[src/rtl/seg_pkg.sv]
package seg_pkg;
    typedef enum logic [2:0] {
        FLT_NONE    = 3'd0,
        FLT_RANGE   = 3'd1,
        FLT_INVALID = 3'd2,
        FLT_LIMIT   = 3'd3,
        FLT_PERM    = 3'd4
    } fault_e;

    typedef enum logic [1:0] {
        ACC_RD  = 2'd0,
        ACC_WR  = 2'd1,
        ACC_EX  = 2'd2,
        ACC_RSV = 2'd3
    } acc_e;
endpackage

[src/rtl/seg_range_gate.sv]
module seg_range_gate #(
    parameter int SEG_W = 4,
    parameter int TA_W  = 8
) (
    input  logic             req_valid,
    input  logic [SEG_W-1:0] req_seg,
    input  logic [TA_W-1:0]  tbl_base,
    input  logic [SEG_W:0]   tbl_len,
    output logic             oor,
    output logic             rd_en,
    output logic [TA_W-1:0]  rd_addr
);
    // range test precedes and gates the table read
    assign oor     = ({1'b0, req_seg} >= tbl_len);
    assign rd_en   = req_valid && !oor;
    assign rd_addr = tbl_base + TA_W'(req_seg);
endmodule

[src/rtl/seg_entry_check.sv]
module seg_entry_check
    import seg_pkg::*;
#(
    parameter int OFF_W = 12,
    parameter int PA_W  = 16,
    localparam int ENT_W = PA_W + OFF_W + 4
) (
    input  logic [ENT_W-1:0] entry,
    input  logic [OFF_W-1:0] off,
    input  acc_e             acc,
    output fault_e           fault,
    output logic [PA_W-1:0]  paddr
);
    localparam int LIM_LO = PA_W;
    localparam int X_BIT  = PA_W + OFF_W;
    localparam int W_BIT  = X_BIT + 1;
    localparam int R_BIT  = X_BIT + 2;
    localparam int V_BIT  = X_BIT + 3;

    logic [PA_W-1:0]  base;
    logic [OFF_W-1:0] limit;
    logic             allow;

    assign base  = entry[PA_W-1:0];
    assign limit = entry[LIM_LO +: OFF_W];

    always_comb begin
        unique case (acc)
            ACC_RD:  allow = entry[R_BIT];
            ACC_WR:  allow = entry[W_BIT];
            ACC_EX:  allow = entry[X_BIT];
            default: allow = 1'b0;
        endcase
    end

    always_comb begin
        if (!entry[V_BIT])       fault = FLT_INVALID;
        else if (off >= limit)   fault = FLT_LIMIT;
        else if (!allow)         fault = FLT_PERM;
        else                     fault = FLT_NONE;
    end

    assign paddr = base + PA_W'(off);
endmodule

[src/rtl/seg_xlate.sv]
module seg_xlate
    import seg_pkg::*;
#(
    parameter int SEG_W = 4,
    parameter int OFF_W = 12,
    parameter int PA_W  = 16,
    parameter int TA_W  = 8,
    localparam int ENT_W = PA_W + OFF_W + 4
) (
    input  logic             clk,
    input  logic             rst_n,
    input  logic [TA_W-1:0]  tbl_base,
    input  logic [SEG_W:0]   tbl_len,
    input  logic             req_valid,
    input  logic [SEG_W-1:0] req_seg,
    input  logic [OFF_W-1:0] req_off,
    input  logic [1:0]       req_acc,
    output logic             tbl_rd_en,
    output logic [TA_W-1:0]  tbl_addr,
    input  logic [ENT_W-1:0] tbl_rd_data,
    output logic             resp_valid,
    output logic [2:0]       resp_fault,
    output logic [PA_W-1:0]  resp_paddr
);
    typedef struct packed {
        logic             s1_vld;
        logic             s1_oor;
        logic [OFF_W-1:0] s1_off;
        acc_e             s1_acc;
        logic             o_vld;
        fault_e           o_fault;
        logic [PA_W-1:0]  o_paddr;
    } st_t;

    st_t st_d, st_q;

    logic            oor;
    fault_e          chk_fault;
    logic [PA_W-1:0] chk_paddr;

    seg_range_gate #(.SEG_W(SEG_W), .TA_W(TA_W)) u_gate (
        .req_valid (req_valid),
        .req_seg   (req_seg),
        .tbl_base  (tbl_base),
        .tbl_len   (tbl_len),
        .oor       (oor),
        .rd_en     (tbl_rd_en),
        .rd_addr   (tbl_addr)
    );

    seg_entry_check #(.OFF_W(OFF_W), .PA_W(PA_W)) u_chk (
        .entry (tbl_rd_data),
        .off   (st_q.s1_off),
        .acc   (st_q.s1_acc),
        .fault (chk_fault),
        .paddr (chk_paddr)
    );

    always_comb begin
        st_d        = st_q;
        st_d.s1_vld = req_valid;
        st_d.s1_oor = oor;
        st_d.s1_off = req_off;
        st_d.s1_acc = acc_e'(req_acc);
        st_d.o_vld  = st_q.s1_vld;
        if (!st_q.s1_vld) begin
            st_d.o_fault = FLT_NONE;
            st_d.o_paddr = '0;
        end else if (st_q.s1_oor) begin
            st_d.o_fault = FLT_RANGE;
            st_d.o_paddr = '0;
        end else begin
            st_d.o_fault = chk_fault;
            st_d.o_paddr = (chk_fault == FLT_NONE) ? chk_paddr : '0;
        end
    end

    always_ff @(posedge clk) begin
        if (!rst_n) st_q <= '0;
        else        st_q <= st_d;
    end

    assign resp_valid = st_q.o_vld;
    assign resp_fault = st_q.o_fault;
    assign resp_paddr = st_q.o_paddr;

    // response exactly two cycles after each request
    a_r1_two_cycle: assert property (@(posedge clk) disable iff (!rst_n)
        req_valid |-> ##2 resp_valid);
    a_r1_no_spurious: assert property (@(posedge clk) disable iff (!rst_n)
        !req_valid |-> ##2 !resp_valid);
    // out-of-range request yields fault 1 two cycles on
    a_r2_range_fault: assert property (@(posedge clk) disable iff (!rst_n)
        (req_valid && ({1'b0, req_seg} >= tbl_len)) |-> ##2 (resp_fault == 3'd1));
    // table read only on behalf of a request
    a_r3_read_needs_req: assert property (@(posedge clk) disable iff (!rst_n)
        tbl_rd_en |-> req_valid);
    // faulted or absent responses carry no address
    a_r9_fault_zero_addr: assert property (@(posedge clk) disable iff (!rst_n)
        (resp_fault != 3'd0) |-> (resp_paddr == '0));
    a_r9_idle_quiet: assert property (@(posedge clk) disable iff (!rst_n)
        !resp_valid |-> (resp_fault == 3'd0 && resp_paddr == '0));
    // codes stay within the defined set
    a_r7_code_set: assert property (@(posedge clk) disable iff (!rst_n)
        resp_valid |-> (resp_fault <= 3'd4));
endmodule

[config.mk]
export PLATFORM = sky130hd
export DESIGN_NAME = seg_xlate
export DESIGN_NICKNAME = d
export VERILOG_FILES = /design/src/rtl/seg_pkg.sv /design/src/rtl/seg_range_gate.sv /design/src/rtl/seg_entry_check.sv /design/src/rtl/seg_xlate.sv
export SDC_FILE = /design/constraint.sdc
export NUM_CORES = 1
export LEC_CHECK = 0
export CORE_UTILIZATION = 41
export CTS_CLUSTER_SIZE = 40
export DETAILED_ROUTE_END_ITERATION = 10
export PLACE_DENSITY = 0.75
export SYNTH_ARGS = -nofsm -noshare
export SYNTH_HDL_FRONTEND = slang
export SYNTH_HIERARCHICAL = 1
export SYNTH_SLANG_ARGS = --single-unit
export TNS_END_PERCENT = 1
[constraint.sdc]
create_clock -name clk -period 7.2 [get_ports clk]
set_clock_uncertainty 0.05 [all_clocks]
set_input_delay 1.44 -clock clk [delete_from_list [all_inputs] [get_ports clk]]
set_output_delay 1.44 -clock clk [all_outputs]
set_load 0.02 [all_outputs]
==> results of run 1 <==
-- routing by layer --
layer,vias up,part of all wire [%],wire (um)
met5,-,0,0
met4,0,3.4,181
met3,18,8.9,479
met2,86,49,2640
met1,989,38,2070
li1,1135,-,-
-- per-stage QoR --
step / setup slack, ns / util (%) / hold slack, ns
6_report: 1.93 / 59.1 / 0.428
5_1_grt: 1.77 / 59.1 / 0.467
4_1_cts: 1.91 / 59.1 / 0.438
3_5_place_dp: 1.92 / 57.4 / 0.423
3_3_place_gp: 2.00 / 57.4 / 0.401
2_1_floorplan: 2.90 / - / 0.378
-- state kept, by name (all words and copies together), names as in the netlist --
name	cells
resp_paddr	16
resp_valid	1
st_d	1
st_q	15
resp_fault	3
-- area by class of cell --
| cell class | count | share of cell area, % |
|---|---|---|
| multi-input cells | 194 | 44.1 |
| repair buffers | 94 | 26.8 |
| well taps | 75 | 2.67 |
| clock buffers | 7 | 2.74 |
| flip-flops and latches | 36 | 20.5 |
| inverters | 30 | 3.20 |
-- worst reg2reg max path, cell delays in order (launching register included) --
cell	delay (ns)
dfxtp_1	0.35
inv_1	0.05
ha_1	0.26
nand2b_1	0.14
a21oi_1	0.15
o21ai_0	0.14
a21oi_1	0.22
a21boi_0	0.17
nor2_1	0.62
and4b_2	0.31
-- kinds of logic (layout without fill, tap and decap cells) --
kind of cell             after synthesis  after routing  share of synthesized area [%]
adder cells (fa/ha/maj)               34             34                           17.3
AO/OA/AOI/OAI                         61             61                           16.6
XOR/XNOR                              16             16                           5.49
AND/OR/NAND/NOR                       82             82                           21.1
multiplexers                           1              1                          0.392
buffers and inverters                 53            131                           10.9
flip-flops                            36             36                           28.2
-- placed cells by master (no fill, tap or decap), types with 3 or more instances in the layout --
cell type,netlist,routed
a211oi_1,3,3
a21o_1,6,6
a21oi_1,20,20
a31oi_1,3,3
and2_1,10,10
and2_2,7,7
and3_1,5,5
and4b_1,8,8
and4b_2,8,8
clkbuf_8,0,7
clkdlybuf4s50_1,0,94
dfxtp_1,36,36
ha_1,32,32
inv_1,30,30
nand2_1,17,17
nand2b_1,3,3
nand3_1,4,4
nand4_1,4,4
nor2_1,9,9
o21ai_0,5,5
o21ai_1,3,3
xnor2_1,11,11
xor2_1,5,5
-- worst max-delay path by stage --
stage                     start          end  cells after the start
floorplan           tbl_base[0]  tbl_addr[6]                      7
global placement     req_seg[0]  tbl_addr[6]                      9
detailed placement   req_seg[0]  tbl_addr[6]                      9
CTS                  req_seg[0]  tbl_addr[6]                      9
global route         req_seg[0]  tbl_addr[6]                      9
finish               req_seg[0]  tbl_addr[6]                      9
-- power by group through the flow --
stage	clock [mW]	combinational, mW	sequential, mW
6_report	0.148	0.167	0.210
5_1_grt	0.163	0.185	0.211
4_1_cts	0.153	0.168	0.210
3_5_place_dp	0	0.167	0.215
2_1_floorplan	0	0.0971	0.214
3_3_place_gp	0	0.164	0.215
==> summary.md, run 1 <==
| Metric | Value |
|---|---|
| Setup Viol. Count Final | 0 |
| Remaining DRCs | 0 |
| Clock sinks | 36 |
| Final min period | between 5 and 6 ns |
| Critical path's top delay family | buffers and inverters |
| Post-cts resize count | 0 |
| Hold Path Sink | resp_fault[0] |
| Total power | 0.525 mW |
| Sequential cell area | between 700 and 800 um^2 |
| Final Instance Area | ~3500 um^2 |
| Register area share after synthesis | around 28% |
| Share of the synthesized area in the top cell type | between 20% and 30% |
| Multi-input gate area | around 1600 um^2 |
| Core Rows | 28 |
| Cell count after synthesis | approximately 280 |
| I/O Pins | between 90 and 100 |
| Antenna Cells | 0 |
| Cell Count Post-Placement | 429 |
| Slew @ Worst Pin | between 0.7 and 0.8 ns |
| Post-CTS setup buffer count | 0 |
| Non-filler instance count after layout | 436 |
| Die X-Extent | around 81 um |
| CP max FO | 3 |
| Crit path largest cell delay | 0.62 ns |
| # fillers | 546 |
| All-Layer GR Usage | 18.0% |
| Net Sw Frac | 27.4% |
| Worst Hold Class | reg -> reg |
| Clock Latency Late Sink | 0.28 ns |
| Initial antenna violation count | 0 |
| Dominant cell type by area after synthesis | dfxtp_1 |
| R2R depth | 9 |
| Post-synth EDFFs | 0 |
| CTS H-tree depth | 2 |
| Synth Area per Inst | roughly 9.0 um^2 |
| Clk pin slew, worst setup/hold paths | 0.06 ns |
| First-pass GRT wire length | approximately 9 mm |
| R2R Path Start | st_q[22] |
| Vias post-DR | 2228 |
| Initial core utilization | 42.9% |
| Final period utilization | 73.2% |
| Met1 GRT Util | between 10% and 20% |
| Register-to-Register Setup Slack | 4.68 ns |
| GR met2 Demand/Resource | 32.9% |
| Most used cell, CP | clkdlybuf4s50_1 |
| Largest net degree at the start of global routing | 19 |
| DR WL/cell | 12.3 um |
| Critical Path AT | approximately 3.8 ns |
| Via/cell ratio | just over 5 |
| Final hold violations | 0 |
| Root Driver | clkbuf_8 |
| GRT overflow | 0 |
| Drt first pass iters | 4 |
| Ys Warns | 6 |
| Die ar. | 6540 um^2 |
| Max Root-Sink Buffers | 2 |
| Share of power burned in registers | roughly two fifths |
| Sum of buffers and inverters on the critical path | 3 |
| Hold bufs inserted after CTS | 0 |
| Max Slew Vio Count | 0 |
| Synth area leaders | dfxtp_1 (28%), ha_1 (16%), buf_4 (5.6%), inv_1 (4.4%), a21oi_1 (3.9%) |
| Fmax | ~190 MHz |
| Met3 usage | between 7 and 8% |
| Number of distinct library cells after synthesis | 50 |
| Layout cell share with drive strength beyond 1 | 8.03% |
| Starting DRT DRC Count | 85 |
| Slew margin rel. | approximately half |
| Drt total wl | about 5.4 mm |
| Cts bufs inserted | 5 |
| VDD IR max | 0.0000796 V |
| Net Switching | between 0.1 and 0.15 mW |
| Most frequent cell after synthesis | dfxtp_1 |
| CP max-delay cell | clkdlybuf4s50_1 |
| Async SR Flop Fraction | 0% |
| Pwr Density | 149 nW/um^2 |
| RePlAce Congestion | ~0.80 |
| Leak | approximately 1.6 nW |
| CP Data Required Time | around 5.7 ns |
| Crit path cell chain | clkdlybuf4s50_1 > ha_1 > inv_1 > fa_1 > nor2b_1 > o21ai_1 > a21o_1 > xnor2_1 > clkdlybuf4s50_1 |
| GRT busiest layer | met2 |
| Port bufs | between 90 and 100 |
| Unrepaired setup endpoints after global routing | no |
| Antenna Violating Nets Remaining | 0 |
| Status | finished, final reports clean |
| Max-cap violation count | 0 |
| Vias in the first global route | around 2200 |
| Top FF cell, synth | dfxtp_1 |
| Die Y | roughly 81 um |
| Fin Setup TNS | 0 ns |
| Yosys reg bits | 36 |
| Hold depth | 1 |
| Clk network pwr share | between 20% and 30% |
| Post-DP Area | 3420 um^2 |
| Core Area | between 5000 and 6000 um^2 |
| Mapped cell area | around 2600 um^2 |
| Reg-to-Reg End | resp_paddr[0] |
| Critical Path End Type | output pin |
| Net count after synthesis | 383 |
| Commonest cells in the netlist | dfxtp_1 (36), ha_1 (32), inv_1 (30) |
| Layout area overhead | 37.8% |
| DP Wirelength | roughly 4.6 mm |
| CP Class | in -> out |
| Startpoint types | input pin |
| TritonCTS clock tree | yes |
| Final #Nets | around 460 |
| Pint | between 0.3 and 0.4 mW |
| Min-delay src | st_q[34] |
| Logic pwr share | between 30% and 40% |
(Power assumes the default switching activity.)
==> run 2, diff against run 1 <==
clock period = 5.1 ns   (was 7.2 ns; I/O delays follow)
==> summary.md, run 2 (synthesized netlist as in run 1, its figures left out) <==
| Metric | Value |
|---|---|
| Setup Viol. Count Final | 0 |
| Die ar. | around 6500 um^2 |
| Drt total wl | around 5.3 mm |
| Fmax | between 200 and 250 MHz |
| CP Class | in -> out |
| Hold Path Sink | resp_fault[0] |
| Die X-Extent | 80.9 um |
| Hold depth | 1 |
| RePlAce Congestion | between 0.7 and 0.8 |
| Initial core utilization | between 40% and 50% |
| Critical Path End Type | output pin |
| Critical Path AT | approximately 3.4 ns |
| Post-CTS setup buffer count | 0 |
| Root Driver | clkbuf_8 |
| Final period utilization | between 80 and 90% |
| Hold bufs inserted after CTS | 0 |
| Slew @ Worst Pin | ~0.78 ns |
| Most frequent cells in the layout | clkdlybuf4s50_1 (94), dfxtp_1 (36), ha_1 (32), inv_1 (30), a21oi_1 (20) |
| All-Layer GR Usage | between 10% and 20% |
| Non-filler instance count after layout | 436 |
| Final #Nets | 461 |
| Reg-to-Reg End | resp_paddr[0] |
| Clk pin slew, worst setup/hold paths | ~0.06 ns |
| CTS H-tree depth | 2 |
| Max reg flops | 16 |
| Drt first pass iters | 4 |
| R2R Path Start | st_q[22] |
| Initial antenna violation count | 0 |
| GRT overflow | 0 |
| I/O Pins | between 90 and 100 |
| Cell Count Post-Placement | between 400 and 500 |
| Via/cell ratio | between 5 and 6 |
| CP max FO | 3 |
| Antenna Cells | 0 |
| First-pass GRT wire length | 9.08 mm |
| R2R depth | 9 |
| Max Root-Sink Buffers | 2 |
| VDD IR max | 0.000117 V |
| Die Y | between 80 and 90 um |
| CP Data Required Time | around 4.0 ns |
| Unrepaired setup endpoints after global routing | no |
| Leak | ~1.6 nW |
| Largest net degree at the start of global routing | 19 |
| Remaining DRCs | 0 |
| Min-delay src | st_q[34] |
| Leading cell type in the layout, fill and taps excluded | clkdlybuf4s50_1 |
| Post-cts resize count | 0 |
| Layout cell share with drive strength beyond 1 | 8.03% |
| Crit path from | req_seg[0] |
| Antenna Violating Nets Remaining | 0 |
| Max Slew Vio Count | 0 |
| Worst Hold Class | reg -> reg |
| Max-cap violation count | 0 |
| Fin Setup TNS | 0 ns |
| Port bufs | 94 |
| Vias post-DR | ~2200 |
| Core Area | about 6000 um^2 |
| TritonCTS clock tree | yes |
| DR WL/cell | between 10 and 15 um |
| Core Rows | 28 |
| Final min period | about 4.4 ns |
| Layout area overhead | 37.8% |
| Starting DRT DRC Count | 102 |
| # fillers | ~540 |
| Clock Latency Late Sink | ~0.27 ns |
| DP Wirelength | about 4.6 mm |
| Clock sinks | 36 |
| Slew margin rel. | 47.6% |
| Vias in the first global route | 2200 |
| Cts bufs inserted | 5 |
| Startpoint types | input pin |
| Final hold violations | 0 |
| Pwr Density | roughly 210 nW/um^2 |
| Register-to-Register Setup Slack | about 2.6 ns |
| Status | finished, final reports clean |
## run 2: power breakdown
group / leakage [nW] / internal (mW) / switching (mW)
clock network: 0.0503 / 0.120 / 0.0865
registers: 0.295 / 0.291 / 0.00536
logic: 1.25 / 0.127 / 0.109
## run 2: per-stage QoR
step | utilization, % | area [um^2] | total power, mW | hold WS, ns | setup WS (ns)
4_1_cts | 59.1 | 3520 | 0.748 | 0.430 | 0.662
2_1_floorplan | - | 2550 | 0.439 | 0.378 | 1.64
5_1_grt | 59.1 | 3520 | 0.785 | 0.458 | 0.543
6_report | 59.1 | 3520 | 0.740 | 0.418 | 0.674
3_5_place_dp | 57.4 | 3420 | 0.539 | 0.415 | 0.670
3_3_place_gp | 57.4 | 3420 | 0.534 | 0.401 | 0.737
## run 2: routing by layer
| layer | track usage [%] | vias up | part of all wire, % | wire, um |
|---|---|---|---|---|
| met5 | 0 | - | 0 | 0 |
| met4 | 6.61 | 0 | 1.9 | 99 |
| met3 | 5.73 | 10 | 8.3 | 445 |
| met2 | 33.7 | 84 | 51 | 2700 |
| met1 | 17.8 | 978 | 39 | 2100 |
| li1 | - | 1135 | - | - |
## run 2: worst max-delay path by stage
stage | cells past startpoint | endpoint
floorplan | 7 | tbl_addr[6]
global placement | 9 | tbl_addr[6]
detailed placement | 9 | tbl_addr[6]
CTS | 9 | tbl_addr[6]
global route | 9 | tbl_addr[6]
finish | 9 | tbl_addr[6]
## run 2: final cells by class
type | count | area, um^2 | area share [%]
clock buffer | 7 | 96.3 | 2.74
inverter | 30 | 113 | 3.20
multi-input combinational | 194 | 1550 | 44.1
tap | 75 | 93.8 | 2.67
timing repair buffer | 94 | 941 | 26.8
sequential | 36 | 721 | 20.5
## run 2: critical path, cell delays in order
cell and delay (ns):
clkdlybuf4s50_1 0.47, ha_1 0.20, inv_1 0.07, fa_1 0.42, nor2b_1 0.14, o21ai_1 0.09, a21o_1 0.19, xnor2_1 0.13
clkdlybuf4s50_1 0.62
